$ cat src/rtl/rgc_pkg.sv
package rgc_pkg;

  // Effective gate length: values below two are raised to two.
  function automatic logic [31:0] eff_ratio(input logic [31:0] m);
    return (m < 32'd2) ? 32'd2 : m;
  endfunction

  // Largest legal count for a gate of the given length.
  function automatic logic [31:0] count_limit(input logic [31:0] m);
    return eff_ratio(m) >> 1;
  endfunction

endpackage

$ cat src/rtl/rgc_pulse_sync.sv
module rgc_pulse_sync #(
  parameter int STAGES = 2
) (
  input  logic clk,
  input  logic rst_n,
  input  logic pulse_n,
  output logic fall_evt
);
  // chain_q[0] is the newest sample; chain_q[STAGES-1] is the synchronized
  // level and chain_q[STAGES] is that level one cycle earlier.
  logic [STAGES:0] chain_q;

  always_ff @(posedge clk or negedge rst_n) begin
    if (!rst_n) chain_q <= '1;
    else        chain_q <= {chain_q[STAGES-1:0], pulse_n};
  end

  assign fall_evt = chain_q[STAGES] & ~chain_q[STAGES-1];
endmodule

$ cat src/rtl/rgc_gate_timer.sv
module rgc_gate_timer #(
  parameter int DIV_W = 16
) (
  input  logic             clk,
  input  logic             rst_n,
  input  logic [DIV_W-1:0] ratio_in,
  output logic             gate_open,
  output logic             gate_end,
  output logic [DIV_W-1:0] ratio_q
);
  logic             armed_q;
  logic [DIV_W-1:0] tick_q;
  logic [DIV_W-1:0] ratio_eff;

  assign ratio_eff = DIV_W'(rgc_pkg::eff_ratio(32'(ratio_in)));
  assign gate_open = armed_q;
  assign gate_end  = armed_q && (tick_q == (ratio_q - DIV_W'(1)));

  always_ff @(posedge clk or negedge rst_n) begin
    if (!rst_n) begin
      armed_q <= 1'b0;
      tick_q  <= '0;
      ratio_q <= DIV_W'(2);
    end else if (!armed_q || gate_end) begin
      armed_q <= 1'b1;
      tick_q  <= '0;
      ratio_q <= ratio_eff;
    end else begin
      tick_q  <= tick_q + DIV_W'(1);
    end
  end
endmodule

$ cat src/rtl/rgc_pulse_accum.sv
module rgc_pulse_accum #(
  parameter int DIV_W = 16
) (
  input  logic             clk,
  input  logic             rst_n,
  input  logic             count_en,
  input  logic             gate_end,
  input  logic [DIV_W-1:0] ratio_q,
  output logic [DIV_W-1:0] result_count,
  output logic             result_valid
);
  logic [DIV_W-1:0] acc_q;
  logic [DIV_W-1:0] limit;
  logic [DIV_W-1:0] acc_next;

  assign limit    = DIV_W'(rgc_pkg::count_limit(32'(ratio_q)));
  assign acc_next = (count_en && (acc_q < limit)) ? acc_q + DIV_W'(1) : acc_q;

  always_ff @(posedge clk or negedge rst_n) begin
    if (!rst_n) begin
      acc_q        <= '0;
      result_count <= '0;
      result_valid <= 1'b0;
    end else if (gate_end) begin
      result_count <= acc_next;
      result_valid <= 1'b1;
      acc_q        <= '0;
    end else begin
      result_valid <= 1'b0;
      acc_q        <= acc_next;
    end
  end
endmodule

$ cat src/rtl/ratio_gate_counter.sv
module ratio_gate_counter #(
  parameter int DIV_W       = 16,
  parameter int SYNC_STAGES = 2
) (
  input  logic             clk,
  input  logic             rst_n,
  input  logic             pulse_n,
  input  logic [DIV_W-1:0] gate_ratio,
  output logic [DIV_W-1:0] result_count,
  output logic             result_valid
);
  logic             fall_evt;
  logic             gate_open;
  logic             gate_end;
  logic             count_en;
  logic [DIV_W-1:0] ratio_q;

  rgc_pulse_sync #(.STAGES(SYNC_STAGES)) sync_i (
    .clk(clk), .rst_n(rst_n), .pulse_n(pulse_n), .fall_evt(fall_evt)
  );

  rgc_gate_timer #(.DIV_W(DIV_W)) timer_i (
    .clk(clk), .rst_n(rst_n), .ratio_in(gate_ratio),
    .gate_open(gate_open), .gate_end(gate_end), .ratio_q(ratio_q)
  );

  assign count_en = fall_evt & gate_open;

  rgc_pulse_accum #(.DIV_W(DIV_W)) accum_i (
    .clk(clk), .rst_n(rst_n), .count_en(count_en), .gate_end(gate_end),
    .ratio_q(ratio_q), .result_count(result_count), .result_valid(result_valid)
  );
endmodule

$ cat config.mk
export PLATFORM = sky130hd
export DESIGN_NAME = ratio_gate_counter
export DESIGN_NICKNAME = d
export VERILOG_FILES = /design/src/rtl/rgc_pkg.sv /design/src/rtl/rgc_pulse_sync.sv /design/src/rtl/rgc_gate_timer.sv /design/src/rtl/rgc_pulse_accum.sv /design/src/rtl/ratio_gate_counter.sv
export SDC_FILE = /design/constraint.sdc
export NUM_CORES = 1
export LEC_CHECK = 0
export BUFFER_PORTS_ARGS = -buffer_cell sky130_fd_sc_hd__buf_4
export CAP_MARGIN = 20
export CORE_MARGIN = 4
export CORE_UTILIZATION = 30
export DETAILED_ROUTE_END_ITERATION = 16
export PLACE_DENSITY_LB_ADDON = 0.12
export SKIP_LAST_GASP = 1
export SYNTH_ARGS = -nofsm -noshare
export SYNTH_HDL_FRONTEND = slang
export SYNTH_SLANG_ARGS = --single-unit
$ cat constraint.sdc
create_clock -name clk -period 3.5 [get_ports clk]
set_input_delay 1.05 -clock clk [delete_from_list [all_inputs] [get_ports clk]]
set_output_delay 1.05 -clock clk [all_outputs]
set_load 0.1 [all_outputs]
==> summary.txt, run 1 <==
Timing
  – Slew @ Worst Pin: 0.8624 ns
  – Post-route clock period utilization: 91.21%
  – Worst rel slew slack: 42.51%
  – Fin Clk Skew: 0.006312 ns
  – Setup TNS: 0 ns
  – Final setup margin: 0.3077 ns
  – Final min period: 3.192 ns
  – Max Clock Freq: 0.3133 GHz
  – RSZ-0062 raised after global routing: false
  – Final hold vios: 0
  – Pins Over Slew Limit: 0
  – Count of final setup violators: 0

Synthesis
  – Avg Cell Area, Syn: 9.907 um^2
  – FF+latch count, synth: 69
  – Synthesized area: 0.004003 mm^2
  – Top post-synthesis cells by area: dfrtp_1, xnor2_1, ha_1, mux2i_1, nor2_1
  – Post-Syn Instances: 404
  – Post-synth EDFFs: 0
  – Synth Flop Type: dfrtp_1
  – Synth warn: 0
  – Synth async-reset ratio: 100.0%
  – Post-synth top area share: 40.64%
  – Post-synthesis sequential area ratio: 43.26%
  – Mapped Nets: 440
  – Synth unique cells: 54
  – Area leader, netlist: dfrtp_1

Setup path
  – WP data arrival: 3.41 ns
  – CP max FO: 19
  – CP required: 3.72 ns
  – Worst r2r src: timer_i.ratio_q[0]
  – CP Capture Point: timer_i.ratio_q[2]
  – CP max stage delay: 0.54 ns
  – Crit path max-delay family: simple AND/OR/NAND/NOR gates
  – Startpoint types: register
  – R2R Path End: timer_i.ratio_q[2]
  – Critical Path Sink Type: register
  – Worst Path Buf+Inv: 1
  – Worst Reg-to-Reg Cells: 9
  – Critical Path, Cell by Cell: inv_1 -> ha_1 -> nor3b_2 -> and4_1 -> xnor2_1 -> a221oi_2 -> o2111ai_2 -> nand2_2 -> mux2_2
  – WS Path Type: reg2reg
  – Flop2flop setup slack: 0.31 ns
  – Crit. path cell count: 9
  – Crit. Startpoint: timer_i.ratio_q[0]
  – Slowest CP cell: nor3b_2

Floorplan
  – FP Rows: 41
  – Initial Util: 31.21%
  – Die width: 123.5 um
  – Chip height: 123.5 um
  – Die Footprint: 0.01525 mm^2
  – Core ar.: 0.01282 mm^2
  – I/O pins: 36

Finish
  – # fillers: 1,353
  – Register Area: 0.001732 mm^2
  – Antenna diodes: 0
  – Multi-input logic area: 0.002047 mm^2
  – Layout cells sized above 1: 16.59%
  – Fin nets: 478
  – Synth-to-Final Area Change: 18.22%

Clock network
  – Root Buffer: clkbuf_16
  – Clock Path Buffers: 2
  – Latest clock arrival within the worst-skew pair: 0.34 ns
  – Post-CTS setup buffer count: 0
  – Clk slew on worst S/H paths: 0.05 ns
  – Clock sink count: 69
  – Post-CTS resize count: 0
  – Max H-tree Level: 3
  – CTS tree: done
  – CTS Hold Bufs: 0
  – Total CTS buffers: 9

Routing
  – Vias per cell: 4.830
  – DR vias: 2,985
  – Residual DRC: 0
  – Initial DRC count: 143
  – Pre-antenna DRT Iters: 4
  – Overall routed net length: 9.265 mm
  – Wire length per cell: 14.99 um
  – ANT nets after route: 0

Hold path
  – Hold WC Path Type: reg2reg
  – WHS Path Cells: 0

Placement
  – DP HPWL: 6.951 mm
  – Placer Congestion: 0.8069
  – Port Buffers: 35
  – Pre-CTS setup slack: 0.3103 ns

Global routing
  – Overflow after GRT: 0
  – Initial antenna violation count: 0
  – Total GRT Usage: 13.59%
  – Global-route wire length before repair: 15.80 mm
  – Largest net degree at the start of global routing: 70
  – Vias in the first global route: 3,007

Pwr
  – Power, Total: 0.002076 W
  – Max VDD drop: 285.6 uV
  – Cell Pwr Density: 438.7 mW/mm^2
  – Leakage dissipation: 2.045 nW

Run
  – Max_cap viols: 0

Run status
  – Status: complete, no violations
[through the flow]
step | std cells | hold WS, ns | util [%] | cell area [um^2]
5_1_grt | 618 | 0.3622 | 36.90 | 4732
3_5_place_dp | 603 | 0.3490 | 34.72 | 4453
2_1_floorplan | 404 | 0.3452 | - | 4003
3_3_place_gp | 603 | 0.3480 | 34.72 | 4453
4_1_cts | 618 | 0.3563 | 36.90 | 4732
6_report | 618 | 0.3548 | 36.90 | 4732
[worst reg2reg max path, cell delays in order (launching register included)]
cell	delay, ns
dfrtp_1	0.42
inv_1	0.10
ha_1	0.25
nor3b_2	0.54
and4_1	0.33
xnor2_1	0.09
a221oi_2	0.28
o2111ai_2	0.23
nand2_2	0.42
mux2_2	0.40
[worst min path at each step]
stage,startpoint,endpoint,slack (ns)
global route,sync_i.chain_q[0],sync_i.chain_q[1],0.36
finish,sync_i.chain_q[0],sync_i.chain_q[1],0.35
floorplan,sync_i.chain_q[0],sync_i.chain_q[1],0.35
detailed placement,sync_i.chain_q[0],sync_i.chain_q[1],0.35
global placement,sync_i.chain_q[0],sync_i.chain_q[1],0.35
CTS,sync_i.chain_q[0],sync_i.chain_q[1],0.36
[Yosys cell counts, drive strengths merged (5+ instances only)]
master	instances
inv	35
xnor2	30
nor4	13
mux2	14
and3	9
xor2	18
nor2	47
nand4	7
dfrtp	65
nand2	20
nor3	17
o21ai	6
a21oi	8
buf	11
ha	17
a41oi	5
nand3	19
mux2i	19
[cell usage in the layout (no fill, tap or decap), types with 3 or more instances in the layout]
cell type	count
a21oi_1	8
a41oi_1	5
and3_1	9
and4_1	4
buf_4	41
clkbuf_16	9
clkbuf_8	3
dfrtp_1	65
dfstp_2	4
ha_1	17
inv_1	35
mux2_1	12
mux2i_1	19
nand2_1	19
nand3_1	19
nand4_1	7
nor2_1	46
nor3_1	16
nor4_1	10
nor4_2	3
o21ai_0	6
xnor2_1	30
xor2_1	18
[kinds of logic after synthesis]
group                    count (synthesis)  share of synthesized area [%]
XOR/XNOR                                48                          10.50
AND/OR/NAND/NOR                        150                          19.82
buffers and inverters                   50                          5.595
multiplexers                            33                          8.690
AO/OA/AOI/OAI                           36                          6.721
adder cells (fa/ha/maj)                 17                          5.314
flip-flops                              69                          43.26
other                                    1                        0.09369
[sequential cells by signal, indices dropped and copies added (netlist names)]
signal and flops:
accum_i.acc_q 16, accum_i.result_count 16, accum_i.result_valid 1, sync_i.chain_q 3, timer_i.gate_open 1, timer_i.ratio_q 16, timer_i.tick_q 16
[final cells by class]
class | instances | area share, %
multi-input cells | 285 | 43.26
flip-flops and latches | 69 | 36.59
repair buffers | 42 | 6.928
clock buffers | 14 | 5.791
well taps | 172 | 4.548
inverters | 35 | 2.776
clock inverters | 1 | 0.1058
[routing by layer]
layer / wire length, um / track usage, % / vias to the layer above
met5: 0 / 0 / -
li1: - / - / 1480
met3: 611 / 3.614 / 10
met1: 4683 / 19.91 / 1424
met4: 157 / 4.983 / 0
met2: 3812 / 19.06 / 71
[where the power goes]
group	switching (W)	internal, W
sequential	0.0000846	0.000849
combinational	0.000157	0.000130
clock	0.000323	0.000533
total	0.000564	0.00151
(Power assumes the default switching activity.)
==> inputs of run 2 (changes only) <==
Settings changed: ABC_AREA set to 1.
==> summary.txt, run 2 <==
Synthesis
  – Top post-synthesis cells by count: nand2_1, dfrtp_1, inv_1
  – Post-synthesis sequential area ratio: 41.18% (-2.1 points)
  – Post-synth EDFFs: 0 (unchanged)
  – Synth async-reset ratio: 100.0% (unchanged)
  – Post-synth top area share: 38.68% (-2.0 points)
  – Area leader, netlist: dfrtp_1
  – Post-Syn Instances: 557 (+38%)
  – Mapped Nets: 593 (+35%)
  – Synthesized area: 0.004205 mm^2 (+5.1%)
  – Synth unique cells: 36 (-33%)
  – Top post-synthesis cells by area: dfrtp_1, nand2_1, xor2_1, ha_1, inv_1
  – Count leader, synth: nand2_1
  – FF+latch count, synth: 69 (unchanged)
  – Synth Flop Type: dfrtp_1
  – Avg Cell Area, Syn: 7.550 um^2 (-24%)
  – Synth warn: 0 (unchanged)

Setup path
  – Crit. path cell count: 14 (+5)
  – CP max stage delay: 0.55 ns (about the same)
  – CP max FO: 23 (+4)
  – Worst Reg-to-Reg Cells: 14 (+5)
  – Critical Path, Cell by Cell: inv_1 -> ha_1 -> nand2_2 -> nor2_1 -> xor2_1 -> xor2_1 -> nor2_1 -> nand3_1 -> inv_1 -> nand2_2 -> nand2_2 -> buf_12 -> nand2_1 -> o21ai_0
  – Most used cell, CP: nand2_2
  – Critical Path Sink Type: register
  – WS Path Type: reg2reg
  – Worst Path Buf+Inv: 3 (+2)
  – CP required: 3.72 ns (about the same)
  – Crit path max-delay family: simple AND/OR/NAND/NOR gates
  – WP data arrival: 2.90 ns (-0.51 ns)
  – Startpoint types: register
  – Slowest CP cell: dfstp_2

Hold path
  – Hold WC Path Type: reg2reg
  – WHS Path Cells: 0 (unchanged)

Floorplan
  – Initial Util: 31.14% (-0.072 points)
  – Die width: 126.4 um (+2.3%)
  – Core ar.: 0.01351 mm^2 (+5.3%)
  – FP Rows: 42 (+2.4%)
  – Die Footprint: 0.01598 mm^2 (+4.7%)
  – Chip height: 126.4 um (+2.3%)
  – I/O pins: 36 (unchanged)

Routing
  – Residual DRC: 0 (unchanged)
  – ANT nets after route: 0 (unchanged)
  – Overall routed net length: 10.40 mm (+12%)
  – Vias per cell: 4.656 (-3.6%)
  – Pre-antenna DRT Iters: 4 (unchanged)
  – Wire length per cell: 13.44 um (-10%)
  – Initial DRC count: 147 (+2.8%)
  – DR vias: 3,604 (+21%)

Finish
  – Synth-to-Final Area Change: 17.82%
  – Most common cell after layout, fill and taps aside: nand2_1
  – Post-route cell area: 0.004955 mm^2 (+4.7%)
  – Post-layout util: 36.69% (-0.21 points)
  – Commonest cells after routing, fill and taps aside: nand2_1, dfrtp_1, inv_1, nor2_1, nand3_1
  – # fillers: 1,424 (+5.2%)
  – Antenna diodes: 0 (unchanged)
  – Layout cells sized above 1: 12.71% (-3.9 points)
  – Fin nets: 630 (+32%)

Clock network
  – Clock Path Buffers: 2 (unchanged)
  – Clk slew on worst S/H paths: 0.06 ns (about the same)
  – CTS Hold Bufs: 0 (unchanged)
  – Post-CTS resize count: 0 (unchanged)
  – Latest clock arrival within the worst-skew pair: 0.34 ns (about the same)
  – CTS tree: done
  – Post-CTS setup buffer count: 0 (unchanged)
  – Total CTS buffers: 9 (unchanged)
  – Clock sink count: 69 (unchanged)
  – Max H-tree Level: 3 (unchanged)
  – Root Buffer: clkbuf_16

Run
  – Max_cap viols: 0 (unchanged)

Pwr
  – Leakage dissipation: 2.447 nW (+20%)
  – Max VDD drop: 257.6 uV (-9.8%)
  – P_int: 0.001531 W (+1.3%)
  – Comb pwr share: 16.7% (+2.9 points)
  – Clock Power Share: 41.4% (+0.2 points)
  – Seq pwr share: 41.9% (-3.1 points)
  – Cell Pwr Density: 437.4 mW/mm^2 (-0.29%)
  – Psw: 0.0006363 W (+13%)
  – Sw Share: 29.37% (+2.2 points)

Global routing
  – Total GRT Usage: 13.81% (+0.22 points)
  – Grt met1 use: 16.87% (-3.0 points)
  – Vias in the first global route: 3,610 (+20%)
  – GR Util met3: 2.690% (-0.92 points)
  – Largest net degree at the start of global routing: 70 (unchanged)
  – Global routing usage on met2: 24.25% (+5.2 points)
  – Initial antenna violation count: 0 (unchanged)
  – Overflow after GRT: 0 (unchanged)
  – GRT busiest layer: met2
  – Global-route wire length before repair: 17.88 mm (+13%)

Timing
  – Post-route clock period utilization: 76.54% (-15 points)
  – Slew @ Worst Pin: 0.8987 ns (+0.03636 ns)
  – Count of final setup violators: 0 (unchanged)
  – Final hold vios: 0 (unchanged)
  – Worst rel slew slack: 40.08% (-2.4 points)
  – Final min period: 2.679 ns (-0.5135 ns)
  – Pins Over Slew Limit: 0 (unchanged)
  – Max Clock Freq: 0.3733 GHz (+19%)
  – Setup TNS: 0 ns (unchanged)
  – RSZ-0062 raised after global routing: false
  – Fin Clk Skew: 0.006853 ns (+0.0005403 ns)

Placement
  – Post-DP Area: 0.004664 mm^2 (+4.7%)
  – DP HPWL: 7.944 mm (+14%)
  – Port Buffers: 35 (unchanged)
  – Placer Congestion: 0.8606 (+6.7%)

Run status
  – Status: complete, no violations
[run 2: cell types whose count changed after synthesis, moves of 8 or more]
cell / previous run / this run
mux2_1: 12 / 0
nor2_1: 46 / 54
nand2_1: 19 / 165
inv_1: 35 / 55
and3_1: 9 / 1
a21oi_1: 8 / 23
nand3_1: 19 / 41
o21ai_0: 6 / 18
xnor2_1: 30 / 12
xor2_1: 18 / 29
mux2i_1: 19 / 0
[run 2: layout make-up]
class / count / area, um^2 / share of cell area (%)
multi-input cells: 417 / 2190 / 44.19
repair buffers: 39 / 305.3 / 6.162
inverters: 58 / 217.7 / 4.394
flip-flops and latches: 69 / 1732 / 34.95
clock buffers: 9 / 225.2 / 4.545
well taps: 176 / 220.2 / 4.444
clock inverters: 6 / 65.06 / 1.313
[run 2: path summary, 6_finish.rpt]
path / from / to / slack [ns]
max: timer_i.ratio_q[1] / timer_i.ratio_q[2] / 0.82
min: sync_i.chain_q[0] / sync_i.chain_q[1] / 0.36
max reg2reg: timer_i.ratio_q[1] / timer_i.ratio_q[2] / 0.82
min reg2reg: sync_i.chain_q[0] / sync_i.chain_q[1] / 0.36
max in group asynchronous: rst_n / accum_i.acc_q[14] / 2.08
min in group asynchronous: rst_n / timer_i.tick_q[7] / 0.84
[run 2: worst reg2reg max path, cell delays in order (launching register included)]
cell,delay [ns]
dfstp_2,0.55
inv_1,0.07
ha_1,0.21
nand2_2,0.16
nor2_1,0.07
xor2_1,0.20
xor2_1,0.21
nor2_1,0.06
nand3_1,0.16
inv_1,0.08
nand2_2,0.14
nand2_2,0.26
buf_12,0.26
nand2_1,0.07
o21ai_0,0.07
[run 2: logic make-up after synthesis]
logic type	synth area share, %
compound gates	5.921
fa+ha+maj	5.058
flops	41.18
xor+xnor	8.539
simple gates	32.46
other cells	0.08917
buf+inv	6.754
[run 2: power groups by stage]
stage,Clock (W),Combinational [W],Sequential (W)
CTS,0.000930,0.000371,0.000908
global route,0.000962,0.000425,0.000918
detailed placement,0,0.000369,0.000922
floorplan,0,0.000266,0.000905
global placement,0,0.000365,0.000920
finish,0.000897,0.000362,0.000908
[run 2: per-stage QoR]
step	std cells	power [W]	hold slack, ns	setup slack, ns
6_report	774	0.002167	0.3602	0.8212
5_1_grt	774	0.002305	0.3618	0.5559
4_1_cts	774	0.002209	0.3609	0.7795
3_5_place_dp	759	0.001291	0.3472	0.7899
3_3_place_gp	759	0.001285	0.3466	0.8212
2_1_floorplan	557	0.001171	0.3452	1.267
[run 2: layer usage]
layer | vias up | wire [um]
met4 | 0 | 154
met3 | 10 | 260
li1 | 1856 | -
met1 | 1697 | 4664
met5 | - | 0
met2 | 41 | 5320
==> inputs of run 3 (changes only) <==
Settings changed: ABC_AREA 1 to 0.
Clock period 3.5 ns to 2.29 ns, I/O delays scaled along.
==> summary.txt, run 3 (synthesis results as in run 1) <==
Finish
  – Commonest cells after routing, fill and taps aside: buf_4, dfrtp_1, nor2_1, inv_1, xnor2_1
  – Layout cells sized above 1: 37.83% (+25 points)
  – Synth-to-Final Area Change: 42.17%
  – Fin nets: 557 (-12%)
  – Non-filler cells, final: 698 (-9.8%)
  – Most common cell after layout, fill and taps aside: buf_4
  – Antenna diodes: 0 (unchanged)

Timing
  – Final setup margin: -0.3739 ns (-1.195 ns)
  – Fin Clk Skew: 0.01037 ns (+0.003513 ns)
  – RSZ-0062 raised after global routing: true
  – Max Clock Freq: 0.3754 GHz (+0.56%)
  – Pins Over Slew Limit: 0 (unchanged)
  – Final hold vios: 0 (unchanged)
  – Post-route clock period utilization: 116.3% (+40 points)
  – Final min period: 2.664 ns (-0.01490 ns)
  – Count of final setup violators: 65 (+65)
  – Worst hold slack: 0.2014 ns (-0.1588 ns)
  – Setup TNS: -17.01 ns (-17.01 ns)

Routing
  – Vias per cell: 4.693 (+0.80%)
  – Metal-1 WL: 5.231 mm (+12%)
  – ANT nets after route: 0 (unchanged)
  – Residual DRC: 0 (unchanged)
  – Overall routed net length: 10.63 mm (+2.3%)
  – Initial DRC count: 144 (-2.0%)
  – Highest metal used: met4
  – Met3 Wirelength: 436 um (+68%)
  – DR vias: 3,276 (-9.1%)
  – Met2 WL: 4.731 mm (-11%)
  – Wire length per cell: 15.23 um (+13%)
  – Pre-antenna DRT Iters: 4 (unchanged)

Floorplan
  – Chip height: 123.5 um (-2.3%)
  – I/O pins: 36 (unchanged)
  – Core ar.: 0.01282 mm^2 (-5.0%)
  – FP Rows: 41 (-2.4%)
  – Die Footprint: 0.01525 mm^2 (-4.5%)
  – Die width: 123.5 um (-2.3%)
  – Initial Util: 31.21% (+0.072 points)

Clock network
  – Clk slew on worst S/H paths: 0.06 ns (about the same)
  – Total CTS buffers: 9 (unchanged)
  – Clock Path Buffers: 2 (unchanged)
  – Latest clock arrival within the worst-skew pair: 0.35 ns (about the same)
  – Max H-tree Level: 3 (unchanged)
  – Root Buffer: clkbuf_16
  – Clock sink count: 69 (unchanged)
  – CTS tree: done

Pwr
  – Max VDD drop: 330.8 uV (+28%)
  – Cell Pwr Density: 628.1 mW/mm^2 (+44%)
  – Power, Total: 0.003574 W (+65%)
  – Leakage dissipation: 2.528 nW (+3.3%)

Global routing
  – Vias in the first global route: 3,377 (-6.5%)
  – Largest net degree at the start of global routing: 34 (-51%)
  – Initial antenna violation count: 0 (unchanged)
  – Overflow after GRT: 0 (unchanged)
  – Total GRT Usage: 15.41% (+1.6 points)
  – Global-route wire length before repair: 17.70 mm (-1.0%)

Setup path
  – Critical Path Sink Type: register
  – WS Path Type: reg2reg
  – WP data arrival: 2.95 ns (+0.05 ns)
  – CP max FO: 4 (-83%)
  – CP required: 2.57 ns (-1.15 ns)
  – Startpoint types: register

Run
  – Max_cap viols: 0 (unchanged)

Placement
  – Port Buffers: 35 (unchanged)
  – Inst Count DP: 671 (-12%)
  – DP HPWL: 8.184 mm (+3.0%)
  – Placer Congestion: 0.8726 (+1.4%)

Run status
  – Status: finished, violations left
  – Violated checks: setup timing

Hold path
  – Hold WC Path Type: in2async
-- run 3: changes by cell type in the layout (fill, tap and decap cells not counted), moves of 9 or more --
| cell | before | now |
|---|---|---|
| mux2i_1 | 0 | 17 |
| nor2_1 | 54 | 37 |
| xor2_1 | 29 | 18 |
| o21ai_0 | 18 | 4 |
| nand2_1 | 165 | 19 |
| xnor2_1 | 12 | 30 |
| buf_4 | 38 | 110 |
| mux2_4 | 0 | 12 |
| nor3_1 | 14 | 5 |
| nand3_1 | 41 | 19 |
| a21oi_1 | 23 | 8 |
| nor3_2 | 0 | 11 |
| inv_1 | 55 | 34 |
-- run 3: path summary, 6_finish.rpt --
check                                    from                    to  slack (ns)  cells past startpoint
max in group asynchronous               rst_n  accum_i.result_valid        1.52                      2
setup reg to reg           timer_i.ratio_q[3]  accum_i.result_valid       -0.37                      8
setup / recovery           timer_i.ratio_q[3]  accum_i.result_valid       -0.37                      8
hold / removal                          rst_n      accum_i.acc_q[7]        0.20                      1
hold reg to reg             sync_i.chain_q[0]     sync_i.chain_q[1]        0.36                      0
min in group clk            sync_i.chain_q[0]     sync_i.chain_q[1]        0.36                      0
-- run 3: metrics by stage --
step	area, um^2	utilization, %	worst slack (ns)
after floorplan	4177	-	-0.2703
after global placement	5179	40.38	-0.3993
after detailed placement	5179	40.38	-0.3919
after CTS	5614	43.78	-0.3361
after global routing	5690	44.37	-0.4750
final	5690	44.37	-0.3739
-- run 3: cell type report --
class,instances,area (um^2)
Sequential cell,69,1732
Multi-Input combinational cell,285,2256
Tap cell,172,215.2
Clock inverter,4,53.80
Clock buffer,12,266.5
Timing Repair Buffer,121,1036
Inverter,35,131.4
Fill cell,1250,7134
-- run 3: critical path, stage by stage (launching register included) --
cell and delay, ns:
dfrtp_1 0.43, or4_4 0.56, nor3_2 0.21, o21ai_2 0.10, buf_4 0.14, a2111o_1 0.35, a311o_1 0.34, nor4_2 0.31
buf_4 0.16
-- run 3: power by group --
group	switching [W]	internal (W)	leakage, nW
clock	0.000538	0.000935	0.151
combinational	0.000348	0.000373	1.47
sequential	0.0000813	0.00130	0.904
-- run 3: repair_timing --
action | 4_1_cts | 5_1_grt
endpoints found under the setup margin | 65 | 65
gates cloned | 1 | 0
pin swaps | 2 | 5
hold buffers | 0 | 0
gates resized for setup | 10 | 13
buffers inserted | 7 | 3
-- run 3: metal layers --
metal,global-route usage [%],vias to the layer above
met4,7.266,0
met5,0,-
met3,2.745,12
li1,-,1643
met1,21.88,1567
met2,22.66,54
